$ cat src/rtl/cmbirq_pkg.sv
package cmbirq_pkg;
    localparam int unsigned REG_W  = 32;
    localparam int unsigned HALF_W = 16;

    typedef enum logic {
        IRQ_QUIET  = 1'b0,
        IRQ_RAISED = 1'b1
    } irq_state_e;
endpackage

$ cat src/rtl/cmbirq_status.sv
// Per-source event capture: rising-edge detect and sticky status bit.
module cmbirq_status #(
    parameter int unsigned NUM_SRC = 7
) (
    input  logic               clk,
    input  logic               rst_n,
    input  logic [NUM_SRC-1:0] src_i,
    input  logic [NUM_SRC-1:0] clr_i,
    output logic [NUM_SRC-1:0] status_o
);
    logic [NUM_SRC-1:0] src_q;
    logic [NUM_SRC-1:0] st_q;

    for (genvar g = 0; g < NUM_SRC; g++) begin : g_src
        logic rise;
        assign rise = src_i[g] & ~src_q[g];

        always_ff @(posedge clk or negedge rst_n) begin
            if (!rst_n) begin
                src_q[g] <= 1'b0;
                st_q[g]  <= 1'b0;
            end else begin
                src_q[g] <= src_i[g];
                // a fresh event beats a simultaneous clear
                st_q[g]  <= rise | (st_q[g] & ~clr_i[g]);
            end
        end
    end

    assign status_o = st_q;
endmodule

$ cat src/rtl/cmbirq_regport.sv
// Address decode, enable storage, clear strobes and read-back image.
module cmbirq_regport
    import cmbirq_pkg::*;
#(
    parameter int unsigned          FIRST_BIT = 0,
    parameter int unsigned          NUM_SRC   = 7,
    parameter int unsigned          ADDR_W    = 12,
    parameter logic [ADDR_W-1:0]    REG_ADDR  = 12'h018
) (
    input  logic               clk,
    input  logic               rst_n,
    input  logic               wr_en,
    input  logic               rd_en,
    input  logic [ADDR_W-1:0]  addr,
    input  logic [REG_W-1:0]   wdata,
    input  logic [NUM_SRC-1:0] status_i,
    output logic [NUM_SRC-1:0] enable_o,
    output logic [NUM_SRC-1:0] clr_o,
    output logic [REG_W-1:0]   rdata_o
);
    localparam int unsigned ST_LSB = HALF_W + FIRST_BIT;

    logic               wr_hit;
    logic               rd_hit;
    logic [NUM_SRC-1:0] en_q;
    logic [REG_W-1:0]   image;
    logic [REG_W-1:0]   rd_q;

    assign wr_hit = wr_en && (addr == REG_ADDR);
    assign rd_hit = rd_en && (addr == REG_ADDR);

    always_ff @(posedge clk or negedge rst_n) begin
        if (!rst_n) begin
            en_q <= '0;
        end else if (wr_hit) begin
            en_q <= wdata[FIRST_BIT +: NUM_SRC];
        end
    end

    assign clr_o = wr_hit ? wdata[ST_LSB +: NUM_SRC] : '0;

    always_comb begin
        image                      = '0;
        image[FIRST_BIT +: NUM_SRC] = en_q;
        image[ST_LSB +: NUM_SRC]    = status_i;
    end

    always_ff @(posedge clk or negedge rst_n) begin
        if (!rst_n) begin
            rd_q <= '0;
        end else begin
            rd_q <= rd_hit ? image : '0;
        end
    end

    assign enable_o = en_q;
    assign rdata_o  = rd_q;
endmodule

$ cat src/rtl/cmbirq_irqfsm.sv
// Two-state machine that drives the level interrupt line.
module cmbirq_irqfsm
    import cmbirq_pkg::*;
(
    input  logic clk,
    input  logic rst_n,
    input  logic pend_i,
    output logic irq_o
);
    irq_state_e state_q;
    irq_state_e state_d;

    always_ff @(posedge clk or negedge rst_n) begin
        if (!rst_n) begin
            state_q <= IRQ_QUIET;
        end else begin
            state_q <= state_d;
        end
    end

    always_comb begin
        state_d = state_q;
        unique case (state_q)
            IRQ_QUIET:  if (pend_i)  state_d = IRQ_RAISED;
            IRQ_RAISED: if (!pend_i) state_d = IRQ_QUIET;
            default:    state_d = IRQ_QUIET;
        endcase
    end

    always_comb begin
        irq_o = (state_q == IRQ_RAISED);
    end
endmodule

$ cat src/rtl/cmbirq_ctrl.sv
module cmbirq_ctrl
    import cmbirq_pkg::*;
#(
    parameter int unsigned       FIRST_BIT = 0,
    parameter int unsigned       NUM_SRC   = 7,
    parameter int unsigned       ADDR_W    = 12,
    parameter logic [ADDR_W-1:0] REG_ADDR  = 12'h018
) (
    input  logic               clk,
    input  logic               rst_n,
    input  logic [NUM_SRC-1:0] src_i,
    input  logic               wr_en,
    input  logic               rd_en,
    input  logic [ADDR_W-1:0]  addr,
    input  logic [31:0]        wdata,
    output logic [31:0]        rdata,
    output logic               irq_o
);
    logic [NUM_SRC-1:0] status_w;
    logic [NUM_SRC-1:0] enable_w;
    logic [NUM_SRC-1:0] clr_w;
    logic               pend_w;

    cmbirq_status #(.NUM_SRC(NUM_SRC)) u_status (
        .clk      (clk),
        .rst_n    (rst_n),
        .src_i    (src_i),
        .clr_i    (clr_w),
        .status_o (status_w)
    );

    cmbirq_regport #(
        .FIRST_BIT (FIRST_BIT),
        .NUM_SRC   (NUM_SRC),
        .ADDR_W    (ADDR_W),
        .REG_ADDR  (REG_ADDR)
    ) u_regport (
        .clk      (clk),
        .rst_n    (rst_n),
        .wr_en    (wr_en),
        .rd_en    (rd_en),
        .addr     (addr),
        .wdata    (wdata),
        .status_i (status_w),
        .enable_o (enable_w),
        .clr_o    (clr_w),
        .rdata_o  (rdata)
    );

    assign pend_w = |(status_w & enable_w);

    cmbirq_irqfsm u_fsm (
        .clk    (clk),
        .rst_n  (rst_n),
        .pend_i (pend_w),
        .irq_o  (irq_o)
    );
endmodule

$ cat config.mk
export PLATFORM = sky130hd
export DESIGN_NAME = cmbirq_ctrl
export DESIGN_NICKNAME = d
export VERILOG_FILES = /design/src/rtl/cmbirq_pkg.sv /design/src/rtl/cmbirq_status.sv /design/src/rtl/cmbirq_regport.sv /design/src/rtl/cmbirq_irqfsm.sv /design/src/rtl/cmbirq_ctrl.sv
export SDC_FILE = /design/constraint.sdc
export NUM_CORES = 1
export LEC_CHECK = 0
export CORE_ASPECT_RATIO = 1.4
export CORE_UTILIZATION = 40
export DETAILED_ROUTE_END_ITERATION = 6
export GPL_TIMING_DRIVEN = 0
export PLACE_DENSITY_LB_ADDON = 0.05
export SYNTH_ARGS = -nofsm -noshare
export SYNTH_HDL_FRONTEND = slang
export SYNTH_SLANG_ARGS = --single-unit
$ cat constraint.sdc
create_clock -name clk -period 2.5 [get_ports clk]
set_clock_uncertainty 0.15 [all_clocks]
set_input_delay 0.5 -clock clk [delete_from_list [all_inputs] [get_ports clk]]
set_output_delay 0.5 -clock clk [all_outputs]
set_load 0.02 [all_outputs]
; ---- After elaboration in Yosys (flattened, before gate mapping)
; Cells that the tools add are included.
; Widths: inputs -> output; s select.
[op_classes]
n_eq_ne = 1
muxes = 3
bitwise_logic = 36
n_reduce_logical = 3
[op_table]
columns = op, n
row1 = $mux 23, 1
row2 = $and 1x1->1, 14
row3 = $not 1->1, 14
row4 = $eq 12x5->1 const B, 1
row5 = $and 7x7->7, 1
row6 = $mux 7, 1
row7 = $or 1x1->1, 7
row8 = $reduce_or 7->1, 1
row9 = $logic_and 1x1->1, 2
row10 = $mux 1, 1
[totals]
ff_bits = 45
inputBits = 55
output_inout_bits = 33
wordCells = 60

; ---- Logic depth before layout (Yosys ltp)
[logic_depth]
ltp_word = 6
mapped_depth = 4
mapped_depth_nobuf = 3

; ---- Cells and area by module
; A second synthesis with hierarchy kept.
[unflattened]
cells_unflattened = 116
area_unflattened_um2 = 1545.2
[by_module_without_submodules]
columns = mod, instances, cells_each, area_per_inst_um2, seq_area_each_um2
row1 = cmbirq_regport, 1, 76, 999.7, 525.5
row2 = cmbirq_status, 1, 35, 490.5, 350.3
row3 = cmbirq_ctrl, 1, 4, 30.0, 0.0
row4 = cmbirq_irqfsm, 1, 1, 25.0, 25.0

; ---- Worst setup path before layout
; Ideal clock, no wire load.
[synth_path]
path_kind = in2reg
from = input port addr[1]
to = register u_regport.en_q[0], in the netlist u_regport.enable_o[0]
setup_time_ns = 0.125
t_arrival_ns = 1.355
required_time_ns = 2.225
slack_ns = 0.870
path_stages = 3
n_path_buf = 0
path_cell_list = nor4_4 -> nand4_2 -> mux2_2
[synth_between]
elab_chain_cells = 2
[synth_rtl]
columns = element, line
row1 = start: declaration, cmbirq_ctrl.sv:14  ; input logic [ADDR_W-1:0] addr,
row2 = $eq 12x5->1, cmbirq_regport.sv:29  ; assign wr_hit = wr_en && (addr == REG_ADDR);
row3 = $logic_and 1x1->1, cmbirq_regport.sv:29
row4 = end signal: assignment, cmbirq_regport.sv:36  ; en_q <= wdata[FIRST_BIT +: NUM_SRC];
row5 = end: declaration, cmbirq_regport.sv:25  ; logic [NUM_SRC-1:0] en_q;
; No other way between the ends.
; A chain may end at the register's enable or synchronous reset.

; ---- Final worst setup path
[layout_path]
from = input port addr[1]
to = register u_status.st_q[4], in the netlist u_status.status_o[4]
[layout_between]
elab_chain_cells = 6
[layout_rtl]
columns = element, line
row1 = $eq 12x5->1, cmbirq_regport.sv:29
row2 = $logic_and 1x1->1, cmbirq_regport.sv:29
row3 = $mux 7, cmbirq_regport.sv:40  ; assign clr_o = wr_hit ? wdata[ST_LSB +: NUM_SRC] : '0;
row4 = $not 1->1, cmbirq_status.sv:25  ; st_q[g] <= rise | (st_q[g] & ~clr_i[g]);
row5 = $and 1x1->1, cmbirq_status.sv:25
row6 = $or 1x1->1, cmbirq_status.sv:25
row7 = end signal: indexed assignment, cmbirq_status.sv:25
row8 = end: declaration, cmbirq_status.sv:12  ; logic [NUM_SRC-1:0] st_q;
; No other way between the ends.

==> results.rst <==
.. list-table::
   :header-rows: 1

   * - Metric
     - Value
   * - Final hold viol count
     - 0
   * - Postcts setup bufs
     - 0
   * - Average footprint of a synthesized cell
     - 13.6 um^2
   * - Worst Tran Pin Value
     - about 0.77 ns
   * - Via density per instance
     - between 4 and 5
   * - Number of max-slew violations in the final report
     - 0
   * - GP Congestion
     - 0.704
   * - Placeable core area
     - 3440 um^2
   * - Hold-fix buffer count after cts
     - 0
   * - Portion of the post-synthesis area used by sequential elements
     - 61.3%
   * - Critical path launch point
     - addr[1]
   * - Count of input and output buffers
     - 51
   * - Initial cell density of the core
     - 42.7%
   * - DR DRC count
     - 0
   * - Post-placement cell area
     - 2090 um^2
   * - Syn-to-layout area delta
     - 48.7%
   * - Commonest non-fill, non-tap cell in the layout
     - clkdlybuf4s50_1
   * - Global-route wire length before repair
     - 4.39 mm
   * - Yosys warnings
     - 0
   * - Final setup TNS
     - 0 ns
   * - Longest individual stage delay on the worst path
     - ~0.44 ns
   * - Router iterations before antenna repair
     - 4
   * - Commonest non-fill, non-tap cells in the layout
     - clkdlybuf4s50_1 (50), dfrtp_1 (36), buf_4 (18), conb_1 (18), and2_1 (14)
   * - Crit path launch type
     - primary input
   * - Maximum capacitance violations
     - 0
   * - Max VDD drop
     - 0.360 mV
   * - Final nets
     - 238
   * - Tightest hold margin
     - between 0.1 and 0.15 ns
   * - Critical-path maximum fanout
     - 7
   * - Global routing met1 resource utilization
     - between 15 and 20%
   * - Clock Tree Root
     - clkbuf_8
   * - Wire length per cell after detailed routing
     - 12.7 um
   * - Number of synthesized register bits
     - 36
   * - Post-CTS sizing
     - 0
   * - Total gr overflow
     - 0
   * - Share of total power in sequential cells
     - 51.2%
   * - Source of the worst register-to-register timing path
     - u_status.status_o[3]
   * - M2 GR Usage
     - approximately 28%
   * - Switching Power
     - ~250 uW
   * - X dimension of the die
     - 53.2 um
   * - Max-slew headroom at the worst pin
     - 48.8%
   * - Switching power share of the total
     - a little over a fifth
   * - Vertical die dimension
     - 73.7 um
   * - I/O pin count
     - just under 90
   * - Final min period
     - 1.98 ns
   * - Mapped cell area
     - between 1000 and 1500 um^2
   * - Number of cells in the finished layout apart from fillers
     - 223
   * - Number of antenna cells inserted
     - 0
   * - CTS tree
     - built
   * - CP Class
     - in -> reg
   * - Syn Inst Count
     - 108
   * - Number of buffers inserted during clock tree synthesis
     - 5
   * - Clock input transition at the sequential cells of the worst setup and hold paths
     - around 0.060 ns
   * - Final setup vio count
     - 0
   * - Antenna viol nets, final
     - 0
   * - Antenna violations before repair
     - 0
   * - Top area cells in the synthesized netlist
     - dfrtp_1 (61%), buf_4 (9.2%), and2_1 (6.0%)
   * - Cell-by-cell listing of the critical path
     - clkdlybuf4s50_1, nor4_4, nand4_2, a221o_1
   * - H-tree level count
     - 2
   * - Source-to-sink clock delay at the later pin of the worst-skew pair
     - about 0.28 ns
   * - Post-synth top area share
     - 61.3%
   * - Synth Area in Simple Gates
     - 15.3%
   * - Compound-gate portion of the synthesized area
     - between 6 and 7%
   * - Leakage component of the power
     - 0.00105 uW
   * - Met3 Resource Use GR
     - 6.83%
   * - Count of vias placed by the detailed router
     - 1012
   * - Global routing usage summed across all routing layers
     - 16.4%
   * - Most area-hungry cell type in the Yosys netlist
     - dfrtp_1
   * - Part of the cycle the worst path needs
     - 79.3%
   * - Post-placement cell count
     - 216
   * - Clock sink count
     - 36
   * - Worst path slowest cell
     - clkdlybuf4s50_1
   * - Library cells used by synthesis
     - 16
   * - Required time at the endpoint of the critical path
     - 2.51 ns
   * - Cell Int Power
     - 908 uW
   * - Final Cell Area
     - 2190 um^2
   * - RSZ-0062 raised after global routing
     - no
   * - Part of the total power dissipated in combinational logic
     - 11.3%
   * - Min-Delay Path Class
     - in -> async
   * - Total die area
     - 3930 um^2
   * - Post-detailed-routing wire length
     - 2.83 mm
   * - Starting DRT DRC Count
     - 8
   * - Fmax achieved
     - 504 MHz
   * - Power Dens Cells
     - 528 nW/um^2
   * - Post-layout utilization of the core
     - 63.5%
   * - Synth Area in Adders
     - 0%
   * - Combinational family with the most area after synthesis
     - simple AND/OR/NAND/NOR gates
   * - Pin count of the biggest net entering global routing
     - 37
   * - Result of the run
     - finished clean
   * - Vias in the first global route
     - 1001
   * - Ratio of cells with drive above 1 in the final layout
     - 21.3%
   * - CTS max path bufs
     - 2
   * - Critical path data arrival time
     - 1.99 ns
   * - Xor-xnor portion of the synthesized cell area
     - 0%
   * - CP Capture Type
     - flip-flop
   * - Clk network pwr share
     - a little under two fifths
   * - Portion of netlist area occupied by mux cells
     - 5.36%
   * - Grt peak-use layer
     - met2
   * - Number of placement rows
     - 25
   * - HPWL after detailed placement
     - ~2.2 mm
==> layer usage <==
metal / up-vias / wire length, um
li1: 480 / -
met1: 485 / 1050
met2: 42 / 1550
met3: 5 / 189
met4: 0 / 44
met5: - / 0
==> state kept, by name (all words and copies together) (netlist names) <==
signal,flops
u_fsm.irq_o,1
u_regport.enable_o,7
u_status.src_q,7
u_status.status_o,7
u_regport.rdata_o,14
==> cell type report <==
cell class | instances | area [um^2]
Sequential cell | 36 | 901
Multi-Input combinational cell | 63 | 467
Timing Repair Buffer | 51 | 505
Clock buffer | 7 | 96.3
Fill cell | 304 | 1250
Inverter | 7 | 26.3
Buffer | 19 | 140
Tap cell | 40 | 50.0
==> worst max-delay path: cells and delay by family <==
kind	cells	cell delay, ns
AOI/OAI and AO/OA	1	0.38
and+or+nand+nor	2	0.68
buffers and inverters	1	0.44
==> metrics by stage <==
step / setup slack, ns / total power, uW
after floorplan: 0.870 / 657
after global placement: 0.120 / 730
after detailed placement: 0.188 / 732
after CTS: 0.496 / 1170
after global routing: 0.414 / 1210
final: 0.517 / 1150
==> kinds of logic (layout without fill, tap and decap cells) <==
| group | after synthesis | count (layout) |
|---|---|---|
| AO/OA/AOI/OAI | 10 | 10 |
| other | 1 | 18 |
| AND/OR/NAND/NOR | 28 | 28 |
| flip-flops | 36 | 36 |
| multiplexers | 7 | 7 |
| buffers and inverters | 26 | 84 |
==> power by group through the flow <==
stage | registers (uW) | clock network [uW] | logic, uW
2_1_floorplan | 602 | 0 | 54.5
3_3_place_gp | 602 | 0 | 128
3_5_place_dp | 602 | 0 | 130
4_1_cts | 591 | 446 | 130
5_1_grt | 591 | 475 | 141
6_report | 591 | 433 | 130
==> synth_stat cells <==
cell type and instances:
nor4_4 2, inv_1 7, conb_1 1, a22oi_1 2, nand4_2 2, and4_1 1
buf_2 1, mux2_2 7, buf_4 18, dfrtp_1 36, and4bb_2 1, a221o_1 7
a222oi_1 1, and2_1 14, nor2b_1 7, nand3_1 1
==> path summary, 6_finish.rpt <==
path	slack, ns	cells past startpoint	endpoint
max	0.52	4	u_status.status_o[4]
min	0.14	1	u_status.src_q[4]
max reg2reg	1.35	2	u_fsm.irq_o
min reg2reg	0.35	1	u_regport.rdata_o[3]
max in group asynchronous	1.57	1	u_status.src_q[3]
min in group clk	0.35	1	u_regport.rdata_o[3]
(Power assumes the default switching activity.)
